--- src/rtl/clk_stop_pkg.sv ---
package clk_stop_pkg;
  typedef enum logic [1:0] {
    ST_RUN = 2'b00,
    ST_DRV = 2'b01,
    ST_TRI = 2'b10
  } pair_state_e;
endpackage

--- src/rtl/pin_sync.sv ---
module pin_sync #(
  parameter int W       = 1,
  parameter int STAGES  = 2,
  parameter logic RST_VAL = 1'b1
) (
  input  logic         clk,
  input  logic         rst,
  input  logic [W-1:0] din,
  output logic [W-1:0] dout
);
  logic [W-1:0] stg [STAGES];

  always_ff @(posedge clk) begin
    if (rst) begin
      for (int s = 0; s < STAGES; s++) stg[s] <= {W{RST_VAL}};
    end else begin
      stg[0] <= din;
      for (int s = 1; s < STAGES; s++) stg[s] <= stg[s-1];
    end
  end

  assign dout = stg[STAGES-1];
endmodule

--- src/rtl/resume_timer.sv ---
module resume_timer #(
  parameter int RESUME_CYC = 360000,
  localparam int CW = $clog2(RESUME_CYC + 1)
) (
  input  logic clk,
  input  logic rst,
  input  logic pd_req,
  output logic busy
);
  logic [CW-1:0] cnt;

  always_ff @(posedge clk) begin
    if (rst)             cnt <= '0;
    else if (pd_req)     cnt <= CW'(RESUME_CYC);
    else if (cnt != '0)  cnt <= cnt - 1'b1;
  end

  assign busy = pd_req | (cnt != '0);

  // a power-down release keeps the window open
  a_r8_hold_on_release: assert property (@(posedge clk) disable iff (rst)
    $fell(pd_req) |-> busy);

  // counter never overshoots the window length
  a_r8_cnt_bound: assert property (@(posedge clk) disable iff (rst)
    cnt <= CW'(RESUME_CYC));
endmodule

--- src/rtl/pair_gate.sv ---
module pair_gate
  import clk_stop_pkg::*;
(
  input  logic       clk,
  input  logic       rst,
  input  logic       ph,
  input  logic       oe,
  input  logic       free,
  input  logic       stop_req,
  input  logic       stop_tri,
  input  logic       pd_hold,
  input  logic       pd_tri,
  output logic       clk_t,
  output logic       clk_c,
  output logic       drv_en,
  output logic [1:0] state
);
  pair_state_e st, want, nst;
  logic upd, ph_n;

  assign ph_n = ~ph;
  assign upd  = ~ph;

  always_comb begin
    if (!oe)                  want = ST_TRI;
    else if (pd_hold)         want = pd_tri ? ST_TRI : ST_DRV;
    else if (stop_req && !free) want = stop_tri ? ST_TRI : ST_DRV;
    else                      want = ST_RUN;
    nst = upd ? want : st;
  end

  always_ff @(posedge clk) begin
    if (rst) begin
      st     <= ST_TRI;
      clk_t  <= 1'b0;
      clk_c  <= 1'b0;
      drv_en <= 1'b0;
    end else begin
      st <= nst;
      unique case (nst)
        ST_RUN: begin clk_t <= ph_n; clk_c <= ~ph_n; drv_en <= 1'b1; end
        ST_DRV: begin clk_t <= 1'b1; clk_c <= 1'b0;  drv_en <= 1'b1; end
        default: begin clk_t <= 1'b0; clk_c <= 1'b0; drv_en <= 1'b0; end
      endcase
    end
  end

  assign state = st;

  // state moves only on the edge where the true line would rise
  a_r10_gate_on_rise: assert property (@(posedge clk) disable iff (rst)
    !$stable(st) |-> ph);

  // an undriven pair leaves both lines low
  a_r3_tri_lines_low: assert property (@(posedge clk) disable iff (rst)
    !drv_en |-> (!clk_t && !clk_c));

  // a parked pair holds true high and complement low
  a_r4_park_levels: assert property (@(posedge clk) disable iff (rst)
    (st == ST_DRV) |-> (clk_t && !clk_c && drv_en));
endmodule

--- src/rtl/clk_stop_gate.sv ---
module clk_stop_gate
  import clk_stop_pkg::*;
#(
  parameter int N_CPU      = 2,
  parameter int N_SRC      = 2,
  parameter int RESUME_CYC = 360000,
  localparam int N = N_CPU + N_SRC
) (
  input  logic           clk,
  input  logic           rst,
  input  logic           cpu_stop_n,
  input  logic           pci_stop_n,
  input  logic           pwrdn_n,
  input  logic           cpu_stop_tri,
  input  logic           cpu_pd_tri,
  input  logic           src_stop_tri,
  input  logic           src_pd_tri,
  input  logic [N-1:0]   out_oe,
  input  logic [N-1:0]   free_run,
  output logic [N-1:0]   clk_t,
  output logic [N-1:0]   clk_c,
  output logic [N-1:0]   drv_en,
  output logic [2*N-1:0] out_state
);
  logic [2:0] pins_s;
  logic cpu_stop_req, pci_stop_req, pd_req, busy;
  logic ph;

  pin_sync #(.W(3), .STAGES(2), .RST_VAL(1'b1)) u_sync (
    .clk (clk),
    .rst (rst),
    .din ({pwrdn_n, pci_stop_n, cpu_stop_n}),
    .dout(pins_s)
  );

  assign cpu_stop_req = ~pins_s[0];
  assign pci_stop_req = ~pins_s[1];
  assign pd_req       = ~pins_s[2];

  resume_timer #(.RESUME_CYC(RESUME_CYC)) u_timer (
    .clk   (clk),
    .rst   (rst),
    .pd_req(pd_req),
    .busy  (busy)
  );

  // configuration is frozen while power-down or its resume window is active
  logic [3:0]   mode_q, mode_in, mode_eff;
  logic [N-1:0] oe_q, oe_eff, free_q, free_eff;

  assign mode_in  = {src_pd_tri, src_stop_tri, cpu_pd_tri, cpu_stop_tri};
  assign mode_eff = busy ? mode_q : mode_in;
  assign oe_eff   = busy ? oe_q   : out_oe;
  assign free_eff = busy ? free_q : free_run;

  always_ff @(posedge clk) begin
    if (rst) begin
      mode_q <= '0;
      oe_q   <= '0;
      free_q <= '0;
      ph     <= 1'b0;
    end else begin
      mode_q <= mode_eff;
      oe_q   <= oe_eff;
      free_q <= free_eff;
      ph     <= ~ph;
    end
  end

  for (genvar i = 0; i < N; i++) begin : g_pair
    logic g_stop, g_stop_tri, g_pd_tri;
    if (i < N_CPU) begin : g_cpu
      assign g_stop     = cpu_stop_req;
      assign g_stop_tri = mode_eff[0];
      assign g_pd_tri   = mode_eff[1];
    end else begin : g_src
      assign g_stop     = pci_stop_req;
      assign g_stop_tri = mode_eff[2];
      assign g_pd_tri   = mode_eff[3];
    end

    pair_gate u_pair (
      .clk     (clk),
      .rst     (rst),
      .ph      (ph),
      .oe      (oe_eff[i]),
      .free    (free_eff[i]),
      .stop_req(g_stop),
      .stop_tri(g_stop_tri),
      .pd_hold (busy),
      .pd_tri  (g_pd_tri),
      .clk_t   (clk_t[i]),
      .clk_c   (clk_c[i]),
      .drv_en  (drv_en[i]),
      .state   (out_state[2*i +: 2])
    );
  end
endmodule

--- config.mk ---
export PLATFORM = sky130hd
export DESIGN_NAME = clk_stop_gate
export DESIGN_NICKNAME = d
export VERILOG_FILES = /design/src/rtl/clk_stop_pkg.sv /design/src/rtl/pin_sync.sv /design/src/rtl/resume_timer.sv /design/src/rtl/pair_gate.sv /design/src/rtl/clk_stop_gate.sv
export SDC_FILE = /design/constraint.sdc
export NUM_CORES = 1
export LEC_CHECK = 0
export ABC_AREA = 1
export BUFFER_PORTS_ARGS = -buffer_cell sky130_fd_sc_hd__clkbuf_2
export CORE_ASPECT_RATIO = 1.75
export CORE_UTILIZATION = 57
export DETAILED_ROUTE_END_ITERATION = 12
export PLACE_DENSITY_LB_ADDON = 0.1
export SKIP_CTS_REPAIR_TIMING = 1
export SLEW_MARGIN = 30
export SYNTH_ARGS = -nofsm -noshare
export SYNTH_HDL_FRONTEND = slang
export SYNTH_HIERARCHICAL = 1
export SYNTH_SLANG_ARGS = --single-unit
--- constraint.sdc ---
create_clock -name clk -period 2.7 [get_ports clk]
set_input_delay 0.54 -clock clk [delete_from_list [all_inputs] [get_ports clk]]
set_output_delay 0.54 -clock clk [all_outputs]
set_load 0.02 [all_outputs]
==> results_dict.tcl <==
set metrics [dict create \
    outcome "completed" \
    hold-path-endpoint "u_sync/stg[0][2]" \
    clkLatencyLatePin_ns 0.33 \
    antenna_cells 0 \
    wl_per_cell_um 11.3 \
    grt_usage_pct 26.2 \
    crit_top_cell "nand2_1" \
    seq_area_frac_synth_pct 42.7 \
    hp-class "primary input to flop" \
    drt_pre_antenna_iters 4 \
    finalCriticalPeriod_ns 2.31 \
    cp_max_fo 24 \
    critical-path-slowest-cell "dfxtp_1" \
    via_count 2434 \
    fp.dieArea_mm2 0.00506 \
    die_w_um 54.2 \
    drv_slew 0 \
    drv_cap 0 \
    rsz0062_at_grt "no" \
    drt.antenna.violating_nets 0 \
    syn_area_per_cell_um2 6.64 \
    hold_violations 0 \
    syn_nets 427 \
    cts.htree.levels 3 \
    gp_congestion 0.826 \
    drc_errors 0 \
    antenna_found_initial 0 \
    synth_seq_cells 58 \
    synth_ff_type "dfxtp_1" \
    tns_ns 0 \
    drive_above_1_share_pct 15.9 \
    timing.rr.end "g_pair[3].u_pair/drv_en" \
    viasPerCell 4.82 \
    leakagePower_uw 0.00176 \
    finalWirelength_um 5720 \
    grt_pass1_wl_um 9490 \
    cts_tree "done" \
    synthToLayoutAreaGrowth_pct 13.6 \
    synth-async-reset-ratio_pct 0 \
    gr-total-overflow 0 \
    crit_path_max_incr_delay_ns 0.31 \
    netlist-cell-type-count 28 \
    maxSlewHeadroom_pct 63.1 \
    clock_sinks 58 \
    cp.required_ns 2.93 \
    port-buffer-count 36 \
    finalSetupViolCount 0 \
    hold-path-cell-count 3 \
    fp-row-count 32 \
    p_per_area_mw_per_mm2 1130 \
    synthCells 409 \
    core-area_mm2 0.00448 \
    dp_hpwl_um 4250 \
    syn_area_mm2 0.00272 \
    synth_top_area_share_pct 42.7 \
    r2r_cells 18 \
    initial_utilization_pct 60.6 \
    worst_slew_pin_slew_ns 0.552 \
    fmax_mhz 434 \
    die_h_um 93.3 \
    fin_nets 468 \
    yosysWarnings 6 \
    finClkSkew_ns 0.00659 \
    r2r_slack_ns 0.39 \
    numCtsBuffers 9 \
    cts-root-buf "clkbuf_8" \
    setup_ws_ns 0.394 \
    grt_pass1_vias 2276 \
    synth_edf_count 0 \
    r2r_start "u_timer/cnt[0]" \
    grt_max_degree 36 \
    crit_arrival_ns 2.54 \
    pin_count 37 \
    startpoint "u_timer/cnt[0]" \
    synth_top_area_cell "dfxtp_1" \
    min_from "pwrdn_n" \
    final_common_cell "nand2_1" \
    layout_worst_path_cycle_share_pct 85.4 \
    final_cell_mix "nand2_1, inv_1, dfxtp_1" \
    cp-end-kind "flop" \
    cts.reportedPaths.clkPinSlew_ns 0.06 \
    drtIter0Drc 72 \
    cp_cell_sequence "inv_1, ha_1, nand2_2, nor2_8, nand2_4, nor2_8, nand2_1, buf_4, nand2_1, nand2_1, inv_1, inv_1, nor2_1, nand2_1, nand2_1, nand2_1, nand2_2, inv_1" \
    whs_ns 0.391 \
    synth_area_leaders "dfxtp_1, nand2_1, inv_1" \
    clk_path_buf_depth 2 \
    pre_cts_slack_ns 0.398 \
    startpoint_type "flop" \
    critPathKind "flop to flop" \
    vdd_ir_drop_max_mv 0.847 \
]
-- cell usage after synthesis (2+ instances only) --
| library cell | number |
|---|---|
| inv_2 | 2 |
| a211oi_1 | 3 |
| nor2_2 | 7 |
| dfxtp_1 | 58 |
| buf_4 | 3 |
| nor2_1 | 53 |
| nand3_1 | 18 |
| nand2_1 | 117 |
| buf_2 | 2 |
| nor2_8 | 2 |
| nand2_2 | 6 |
| a21oi_1 | 22 |
| nor4_1 | 4 |
| nand3b_1 | 5 |
| buf_6 | 2 |
| inv_1 | 91 |
| o21ai_0 | 3 |
-- registers in the layout, indices dropped and copies added (netlist names) --
register              cells
free_q                    4
g_pair.u_pair/clk_c       4
g_pair.u_pair/clk_t       4
g_pair.u_pair/drv_en      4
g_pair.u_pair/state       8
mode_q                    4
oe_q                      4
ph                        1
u_sync/stg                6
u_timer/cnt              19
-- through the flow --
| stage | std cells | utilization [%] | cell area, um2 | total power (uW) |
|---|---|---|---|---|
| 3_3_place_gp | 490 | 65.1 | 2920 | 2770 |
| 4_1_cts | 505 | 68.9 | 3090 | 3520 |
| 3_5_place_dp | 490 | 65.1 | 2920 | 2820 |
| 2_1_floorplan | 409 | - | 2720 | 2480 |
| 6_report | 505 | 68.9 | 3090 | 3500 |
| 5_1_grt | 505 | 68.9 | 3090 | 3820 |
-- layout make-up --
type	instances	area (um2)
clock buffers	12	155
fillers	417	1400
inverters	94	353
flip-flops and latches	58	1160
well taps	51	63.8
multi-input cells	249	1140
clock inverters	3	15.0
repair buffers	38	195
-- cells by family after synthesis --
kind of cell / count (synthesis) / share of synthesized area (%)
DFF: 58 / 42.7
and+or+nand+nor: 217 / 35.5
AOI/OAI and AO/OA: 30 / 5.89
adders and majority gates: 1 / 0.460
xor gates and xnor gates: 1 / 0.322
buffers and inverters: 102 / 15.1
-- per-layer routing --
metal	track usage, %	routed length (um)	vias up
met2	48.1	3270	48
met1	24.7	2170	1088
li1	-	-	1291
met3	6.83	191	7
met5	0	0	-
met4	12.8	87	0
-- worst max path at each step --
stage / endpoint / slack (ns) / cells past startpoint
final: g_pair[3].u_pair/drv_en / 0.39 / 18
after global routing: g_pair[0].u_pair/drv_en / 0.18 / 18
after CTS: g_pair[3].u_pair/drv_en / 0.39 / 18
after detailed placement: g_pair[3].u_pair/drv_en / 0.40 / 18
after global placement: g_pair[3].u_pair/drv_en / 0.50 / 18
after floorplan: g_pair[0].u_pair/drv_en / 0.48 / 18
-- power breakdown --
part           leakage (uW)  switching (uW)  total [uW]  internal [uW]
Sequential         0.000475             156        1230           1070
Combinational       0.00120            1050        1580            525
Clock             0.0000920             317         690            373
-- critical path, delay by kind of cell, from the launching register on --
kind	cells	cell delay (ns)
fa+ha+maj	1	0.25
buf+inv	5	0.49
flops	1	0.31
simple gates	12	1.12
(Power assumes the default switching activity.)
